<file path="config.mk">
export PLATFORM = sky130hd
export DESIGN_NAME = nco_core
export DESIGN_NICKNAME = d
export VERILOG_FILES = /design/src/rtl/nco_pkg.sv /design/src/rtl/nco_sel_mux.sv /design/src/rtl/nco_sync_pipe.sv /design/src/rtl/nco_accum.sv /design/src/rtl/nco_core.sv
export SDC_FILE = /design/constraint.sdc
export NUM_CORES = 1
export LEC_CHECK = 0
export BUFFER_PORTS_ARGS = -buffer_cell sky130_fd_sc_hd__buf_2
export CAP_MARGIN = 40
export CORE_ASPECT_RATIO = 0.9
export CORE_MARGIN = 3
export CORE_UTILIZATION = 40
export DETAILED_ROUTE_END_ITERATION = 12
export GPL_TIMING_DRIVEN = 0
export PLACE_DENSITY = 0.64
export SYNTH_ARGS = -nofsm -noshare
export SYNTH_HDL_FRONTEND = slang
export SYNTH_SLANG_ARGS = --single-unit
</file>
<file path="constraint.sdc">
create_clock -name clk -period 4.85 [get_ports clk]
set_input_delay 0.97 -clock clk [delete_from_list [all_inputs] [get_ports clk]]
set_output_delay 0.97 -clock clk [all_outputs]
set_load 0.05 [all_outputs]
</file>
<file path="src/rtl/nco_pkg.sv">
package nco_pkg;
    localparam int ACC_W    = 32;
    localparam int PH_W     = 12;
    localparam int NUM_FREQ = 2;
    localparam int NUM_PH   = 4;
    localparam int FSEL_W   = $clog2(NUM_FREQ);
    localparam int PSEL_W   = $clog2(NUM_PH);
    localparam int SYNC_DEPTH = 2;

    typedef struct packed {
        logic [FSEL_W-1:0] fsel;
        logic [PSEL_W-1:0] psel;
    } nco_sel_t;

    typedef struct packed {
        logic [ACC_W-1:0] ftw;
        logic [PH_W-1:0]  off;
    } nco_word_t;

    function automatic nco_sel_t pick_sel(input logic use_reg,
                                          input nco_sel_t from_pin,
                                          input nco_sel_t from_reg);
        return use_reg ? from_reg : from_pin;
    endfunction
endpackage

</file>
<file path="src/rtl/nco_sel_mux.sv">
module nco_sel_mux
    import nco_pkg::*;
#(
    parameter int AW = ACC_W,
    parameter int PW = PH_W,
    parameter int NF = NUM_FREQ,
    parameter int NP = NUM_PH
) (
    input  logic            sel_src,
    input  nco_sel_t        sel_pin,
    input  nco_sel_t        sel_reg,
    input  logic [NF*AW-1:0] ftw_flat,
    input  logic [NP*PW-1:0] poff_flat,
    output nco_word_t       word
);
    nco_sel_t sel;

    always_comb begin
        sel      = pick_sel(sel_src, sel_pin, sel_reg);
        word.ftw = ftw_flat[sel.fsel*AW +: AW];
        word.off = poff_flat[sel.psel*PW +: PW];
    end
endmodule

</file>
<file path="src/rtl/nco_sync_pipe.sv">
module nco_sync_pipe #(
    parameter int W     = 44,
    parameter int DEPTH = 2
) (
    input  logic         clk,
    input  logic         rst,
    input  logic         hold,
    input  logic         bypass,
    input  logic [W-1:0] d,
    output logic [W-1:0] q
);
    logic [W-1:0] stg [DEPTH];

    for (genvar i = 0; i < DEPTH; i++) begin : g_stage
        if (i == 0) begin : g_first
            always_ff @(posedge clk) begin
                if (rst)        stg[i] <= '0;
                else if (!hold) stg[i] <= d;
            end
        end else begin : g_next
            always_ff @(posedge clk) begin
                if (rst)        stg[i] <= '0;
                else if (!hold) stg[i] <= stg[i-1];
            end
        end
    end

    assign q = bypass ? d : stg[DEPTH-1];
endmodule

</file>
<file path="src/rtl/nco_accum.sv">
module nco_accum #(
    parameter int AW = 32,
    parameter int PW = 12
) (
    input  logic          clk,
    input  logic          rst,
    input  logic          hold,
    input  logic          clear,
    input  logic [AW-1:0] ftw,
    input  logic [PW-1:0] off,
    output logic [AW-1:0] acc_q,
    output logic [PW-1:0] phase_q
);
    always_ff @(posedge clk) begin
        if (rst) begin
            acc_q   <= '0;
            phase_q <= '0;
        end else if (!hold) begin
            phase_q <= acc_q[AW-1 -: PW] + off;
            acc_q   <= clear ? '0 : acc_q + ftw;
        end
    end
endmodule

</file>
<file path="src/rtl/nco_core.sv">
module nco_core
    import nco_pkg::*;
(
    input  logic                    clk,
    input  logic                    rst,
    input  logic                    sleep_en,
    input  logic                    acc_clear,
    input  logic                    sync_en,
    input  logic                    sel_src,
    input  logic [FSEL_W-1:0]       pin_fsel,
    input  logic [PSEL_W-1:0]       pin_psel,
    input  logic [FSEL_W-1:0]       reg_fsel,
    input  logic [PSEL_W-1:0]       reg_psel,
    input  logic [NUM_FREQ*ACC_W-1:0] ftw_flat,
    input  logic [NUM_PH*PH_W-1:0]  poff_flat,
    output logic [PH_W-1:0]         phase_out
);
    localparam int WORD_W = ACC_W + PH_W;

    nco_sel_t  sel_pin, sel_reg;
    nco_word_t word_now, word_eff;
    logic [ACC_W-1:0] acc_q;
    logic [ACC_W-1:0] ftw_eff;
    logic [PH_W-1:0]  off_eff;

    assign sel_pin = '{fsel: pin_fsel, psel: pin_psel};
    assign sel_reg = '{fsel: reg_fsel, psel: reg_psel};

    nco_sel_mux u_mux (
        .sel_src   (sel_src),
        .sel_pin   (sel_pin),
        .sel_reg   (sel_reg),
        .ftw_flat  (ftw_flat),
        .poff_flat (poff_flat),
        .word      (word_now)
    );

    nco_sync_pipe #(.W(WORD_W), .DEPTH(SYNC_DEPTH)) u_sync (
        .clk    (clk),
        .rst    (rst),
        .hold   (sleep_en),
        .bypass (!sync_en),
        .d      (word_now),
        .q      (word_eff)
    );

    assign ftw_eff = word_eff.ftw;
    assign off_eff = word_eff.off;

    nco_accum #(.AW(ACC_W), .PW(PH_W)) u_acc (
        .clk     (clk),
        .rst     (rst),
        .hold    (sleep_en),
        .clear   (acc_clear),
        .ftw     (ftw_eff),
        .off     (off_eff),
        .acc_q   (acc_q),
        .phase_q (phase_out)
    );
endmodule

</file>
==> flow_metrics.tcl, run 1 <==
set metrics [dict create \
    outcome "complete, no violations" \
    wl_per_cell_um 16.6 \
    critPathTopFamily "compound AO/OA/AOI/OAI gates" \
    hold_viol_final 0 \
    yosysTopAreaCell "edfxtp_1" \
    yosysSeqAreaShare_pct 43.5 \
    dp_cells 1224 \
    period_share_pct 90.9 \
    netlist_instances 839 \
    cp.required_ns 5.16 \
    rsz0062_at_grt "no" \
    multi_input_comb_area_mm2 0.00431 \
    post_cts_buffers 0 \
    report.final.slew_viol_count 0 \
    syn_area_per_cell_um2 9.65 \
    wirelength_mm 20.9 \
    ys_warn_count 0 \
    syn_nets 1014 \
    path_clk_slew_ns 0.06 \
    first_global_vias 6171 \
    hold_ws_ns 0.453 \
    cellLeakagePower_uw 0.00420 \
    rr_worst_depth 10 \
    syn_to_final_growth_pct 20.1 \
    post-synth-top-area-fraction_pct 32.6 \
    clock-root-buffer "clkbuf_16" \
    grt_usage_pct 19.0 \
    crit_slowest_cell "clkbuf_1" \
    crit_path_end_kind "flop" \
    synthArstFlopShare_pct 0 \
    fin_cells 1256 \
    firstDrtPassIters 5 \
    ant_nets 0 \
    hpwl_mm 16.0 \
    yosysMostFrequentCell "nor2_1" \
    fp.dieArea_mm2 0.0220 \
    regArea_mm2 0.00352 \
    ir_drop_v 0.000210 \
    slowest_delay_ns 0.59 \
    setup_violations 0 \
    final_util_pct 49.8 \
    antenna_found_initial 0 \
    initial_core_util_pct 41.5 \
    synth.area.top_cells "edfxtp_1, dfxtp_1, ha_1" \
    place_congestion 0.931 \
    max_freq_ghz 0.227 \
    startpoint "sync_en" \
    drc 0 \
    final_nets 1168 \
    grt_max_degree 59 \
    relSlewSlack_pct 53.6 \
    reg2reg_from "u_sync.stg[1][17]" \
    finClkSkew_ns 0.0105 \
    vias 6603 \
    hp-start "u_acc.acc_q[18]" \
    start_kind "input pin" \
    ios 136 \
    criticalPathCategory "in2reg" \
    clock_latency_ns 0.42 \
    drt_iter0_drc 437 \
    dieHeight_um 141 \
    via_per_inst 5.26 \
    cts_made_buffers 17 \
    synthesis.area_mm2 0.00810 \
    fp.dieW_um 156 \
    crit_fanout 10 \
    power_density_mw_per_mm2 354 \
    port_buffers 134 \
    min_path_cells 2 \
    path_buf_inv 4 \
    fill_cells 1806 \
    worstPathArrival_ns 4.72 \
    drive_above_1_share_pct 20.1 \
    std_cell_rows 48 \
    tightest_slew_ns 0.696 \
    period_needed_ns 4.41 \
    tns_ns 0 \
    fp.coreArea_mm2 0.0195 \
    grt_pass1_wl_mm 32.7 \
    postCtsResizedCells 0 \
    cts_tree "built" \
    drv_cap 0 \
    yosys-top-cells-count "nor2_1, nand2_1, edfxtp_1, a21oi_1, and2_1" \
    cts_sinks 132 \
    path_cells "buf_2 > inv_1 > clkbuf_1 > clkbuf_1 > nor2_1 > a21oi_1 > ha_1 > fa_1 > nand3_1 > a2111oi_4 > nand3_1 > a21oi_1 > o211ai_1 > a21o_1 > a32o_1" \
    clockBufferDepth 2 \
    ys.flop_type "edfxtp_1" \
    antenna_cells 0 \
    min_path_type "reg2reg" \
    hold_buffers 0 \
    synth_edf_count 88 \
    cp.depth 15 \
    synth-seq-cells 132 \
    htreeDepth 4 \
    synth_cell_types 61 \
    grt.overflow.total 0 \
]
==> final timing paths <==
kind / slack, ns / end
worst max-delay path: 0.44 / u_acc.acc_q[28]
worst min-delay path: 0.45 / u_acc.acc_q[18]
worst max register to register: 1.95 / u_acc.acc_q[28]
worst min register to register: 0.45 / u_acc.acc_q[18]
==> tightest hold or removal path: cells and delay by family, from the launching register on <==
family | cells | cell delay (ns)
DFF | 1 | 0.31
AOI/OAI and AO/OA | 1 | 0.05
and+or+nand+nor | 1 | 0.05
==> registers in the layout, summed over array words and instances (netlist names) <==
name           cells
u_acc.acc_q       32
u_sync.stg        88
u_acc.phase_q     12
==> metrics by stage <==
| stage | total power, uW | cell area, um2 | setup WS, ns |
|---|---|---|---|
| 4_1_cts | 3460 | 9730 | 0.412 |
| 2_1_floorplan | 1880 | 8100 | 0.909 |
| 3_5_place_dp | 2100 | 9110 | -0.0156 |
| 6_report | 3440 | 9730 | 0.439 |
| 5_1_grt | 3600 | 9730 | 0.168 |
| 3_3_place_gp | 2080 | 9080 | -0.327 |
==> placed cells by master, fill, tap and decap left out, types with 4 or more instances in the layout <==
cell	synthesis	final
dfxtp_1	44	44
xnor2_1	16	16
nand3_1	15	15
a21o_1	13	13
a21oi_1	74	74
nor2_1	105	105
edfxtp_1	88	88
clkbuf_16	0	17
buf_2	8	142
a211oi_1	4	4
o21ai_1	23	23
buf_4	7	7
inv_1	13	12
nand4_1	13	13
nor3_1	10	10
clkbuf_1	30	33
o21ai_0	29	29
mux4_2	12	12
xor2_1	14	14
o21a_1	5	5
bufinv_16	0	4
a22o_1	5	5
nand2_1	93	93
mux2i_1	39	39
ha_1	49	49
a221oi_1	4	4
and2_1	57	57
o21bai_1	7	7
or3_1	8	8
nor2b_1	4	4
==> routing by layer <==
metal	wire length, um	global-route usage, %	vias up
met5	0	0	-
met4	238	5.39	0
met3	1110	3.93	19
met2	9090	27.9	175
met1	10500	28.5	3075
li1	-	-	3334
==> final cells by class <==
cell class	instances	share of cell area [%]
Clock buffer	20	4.49
Tap cell	250	3.22
Clock inverter	12	1.84
Multi-Input combinational cell	646	44.3
Inverter	13	0.527
Timing Repair Buffer	135	7.18
Buffer	48	2.23
Sequential cell	132	36.2
==> cell families (layout without fill, tap and decap cells) <==
kind of cell | Yosys count | count (layout) | share of synthesized area, %
buf+inv | 61 | 228 | 3.28
compound gates | 192 | 192 | 15.0
xor+xnor | 30 | 30 | 3.24
simple gates | 322 | 322 | 18.8
flops | 132 | 132 | 43.5
mux | 51 | 51 | 8.16
fa+ha+maj | 51 | 51 | 8.06
==> power by group <==
group	switching, uW	internal (uW)	total, uW
clock	501	862	1360
sequential	38.3	1300	1340
combinational	453	287	740
No activity file was read; power rests on OpenSTA's default activity.
==> run 2: changes to the inputs <==
--- a/config.mk
+++ b/config.mk
@@ -5,7 +5,7 @@
 export SDC_FILE = /design/constraint.sdc
 export NUM_CORES = 1
 export LEC_CHECK = 0
-export BUFFER_PORTS_ARGS = -buffer_cell sky130_fd_sc_hd__buf_2
+export BUFFER_PORTS_ARGS = -buffer_cell sky130_fd_sc_hd__buf_4
 export CAP_MARGIN = 40
 export CORE_ASPECT_RATIO = 0.9
 export CORE_MARGIN = 3
==> run 2 against run 1 <==
Maximum frequency is 0.95% lower. Routed wire length rose by 1.7%. Sequential cell count unchanged. Critical endpoint is now u_acc.acc_q[21]. Clock power up 5%. Non-clock buffer count unchanged. Critical path type unchanged.
==> flow_metrics.tcl, run 2 (synthesis gave the netlist of run 1 again) <==
set metrics [dict create \
    fp.dieW_um 156 \
    pre_cts_ws_ns -0.00233 \
    worstPathArrival_ns 4.74 \
    grt.overflow.total 0 \
    hold_viol_final 0 \
    fin_area_mm2 0.0101 \
    ir_drop_v 0.000266 \
    cts_tree "built" \
    place_congestion 0.943 \
    drc 0 \
    antenna_cells 0 \
    largest_reg_flops 88 \
    tns_ns 0 \
    vias 6690 \
    start_kind "input pin" \
    postCtsResizedCells 0 \
    dieHeight_um 141 \
    fp.coreArea_mm2 0.0195 \
    grt_pass1_wl_mm 34.0 \
    fp.dieArea_mm2 0.0220 \
    place_area_mm2 0.00945 \
    syn_to_final_growth_pct 24.7 \
    criticalPathCategory "in2reg" \
    top_regs "u_sync.stg: 88 flops, u_acc.acc_q: 32 flops, u_acc.phase_q: 12 flops" \
    hold_ws_ns 0.460 \
    wl_per_cell_um 16.9 \
    final_cell_mix "buf_4, nor2_1, nand2_1" \
    cts_made_buffers 17 \
    htreeDepth 4 \
    relSlewSlack_pct 50.8 \
    antenna_found_initial 0 \
    finClkSkew_ns 0.0133 \
    report.final.slew_viol_count 0 \
    power_uw 3550 \
    busiest_layer "met1" \
    period_share_pct 91.8 \
    period_needed_ns 4.45 \
    crit_path_end_kind "flop" \
    clock_latency_ns 0.43 \
    std_cell_rows 48 \
    hpwl_mm 16.2 \
    firstDrtPassIters 5 \
    post_cts_buffers 0 \
    grt_max_degree 59 \
    drive_above_1_share_pct 20.2 \
    cp.required_ns 5.13 \
    path_clk_slew_ns 0.05 \
    setup_violations 0 \
    first_global_vias 6464 \
    crit_fanout 10 \
    grtUsageMet2_pct 29.0 \
    initial_core_util_pct 41.5 \
    outcome "complete, no violations" \
    setup_slack_ns 0.397 \
    power_density_mw_per_mm2 351 \
    cts_sinks 132 \
    port_buffers 134 \
    cellLeakagePower_uw 0.00433 \
    wirelength_mm 21.2 \
    use_met1_pct 29.7 \
    rsz0062_at_grt "no" \
    min_path_type "reg2reg" \
    ios 136 \
    tightest_slew_ns 0.737 \
    clockBufferDepth 2 \
    clock-root-buffer "clkbuf_16" \
    drt_iter0_drc 487 \
    largest-register "u_sync.stg" \
    ant_nets 0 \
    met3_usage_pct 3.87 \
    final_nets 1168 \
    grt_usage_pct 19.7 \
    drv_cap 0 \
    via_per_inst 5.33 \
    hold_buffers 0 \
    max_freq_ghz 0.225 \
    mostFrequentLayoutCell "buf_4" \
]
## run 2: where the power goes
| part | switching [uW] | internal, uW |
|---|---|---|
| registers | 38.3 | 1300 |
| logic | 457 | 322 |
| clock network | 503 | 928 |
| total | 999 | 2550 |
## run 2: worst paths after layout
path / from / endpoint / slack (ns) / cells past startpoint
setup reg to reg: u_sync.stg[1][16] / u_acc.acc_q[21] / 1.95 / 10
setup / recovery: sync_en / u_acc.acc_q[21] / 0.40 / 14
hold reg to reg: u_acc.phase_q[4] / u_acc.phase_q[4] / 0.46 / 2
hold / removal: u_acc.phase_q[4] / u_acc.phase_q[4] / 0.46 / 2
## run 2: area by class of cell
cell class	instances	area, um2
Sequential cell	132	3520
Tap cell	250	313
Inverter	13	51.3
Timing Repair Buffer	135	1030
Clock inverter	12	201
Clock buffer	20	447
Fill cell	1819	9420
Multi-Input combinational cell	646	4310
Buffer	48	216
## run 2: worst max-delay path, cell delays in order
cell	delay [ns]
buf_4	0.12
inv_1	0.11
clkbuf_1	0.43
clkbuf_1	0.62
nor2_1	0.11
a21oi_1	0.20
ha_1	0.32
and3_1	0.22
a221oi_2	0.47
o21ai_1	0.18
a211oi_2	0.38
o21a_1	0.35
xor2_1	0.18
o22ai_1	0.08
## run 2: layer usage
| layer | routed length, um | up-vias |
|---|---|---|
| met1 | 10700 | 3153 |
| met3 | 1070 | 21 |
| li1 | - | 3337 |
| met4 | 291 | 0 |
| met2 | 9220 | 179 |
| met5 | 0 | - |
## run 2: stage by stage
stage,utilization [%],instances
floorplan,-,839
global placement,48.3,1223
detailed placement,48.4,1224
CTS,51.7,1256
global route,51.7,1256
finish,51.7,1256
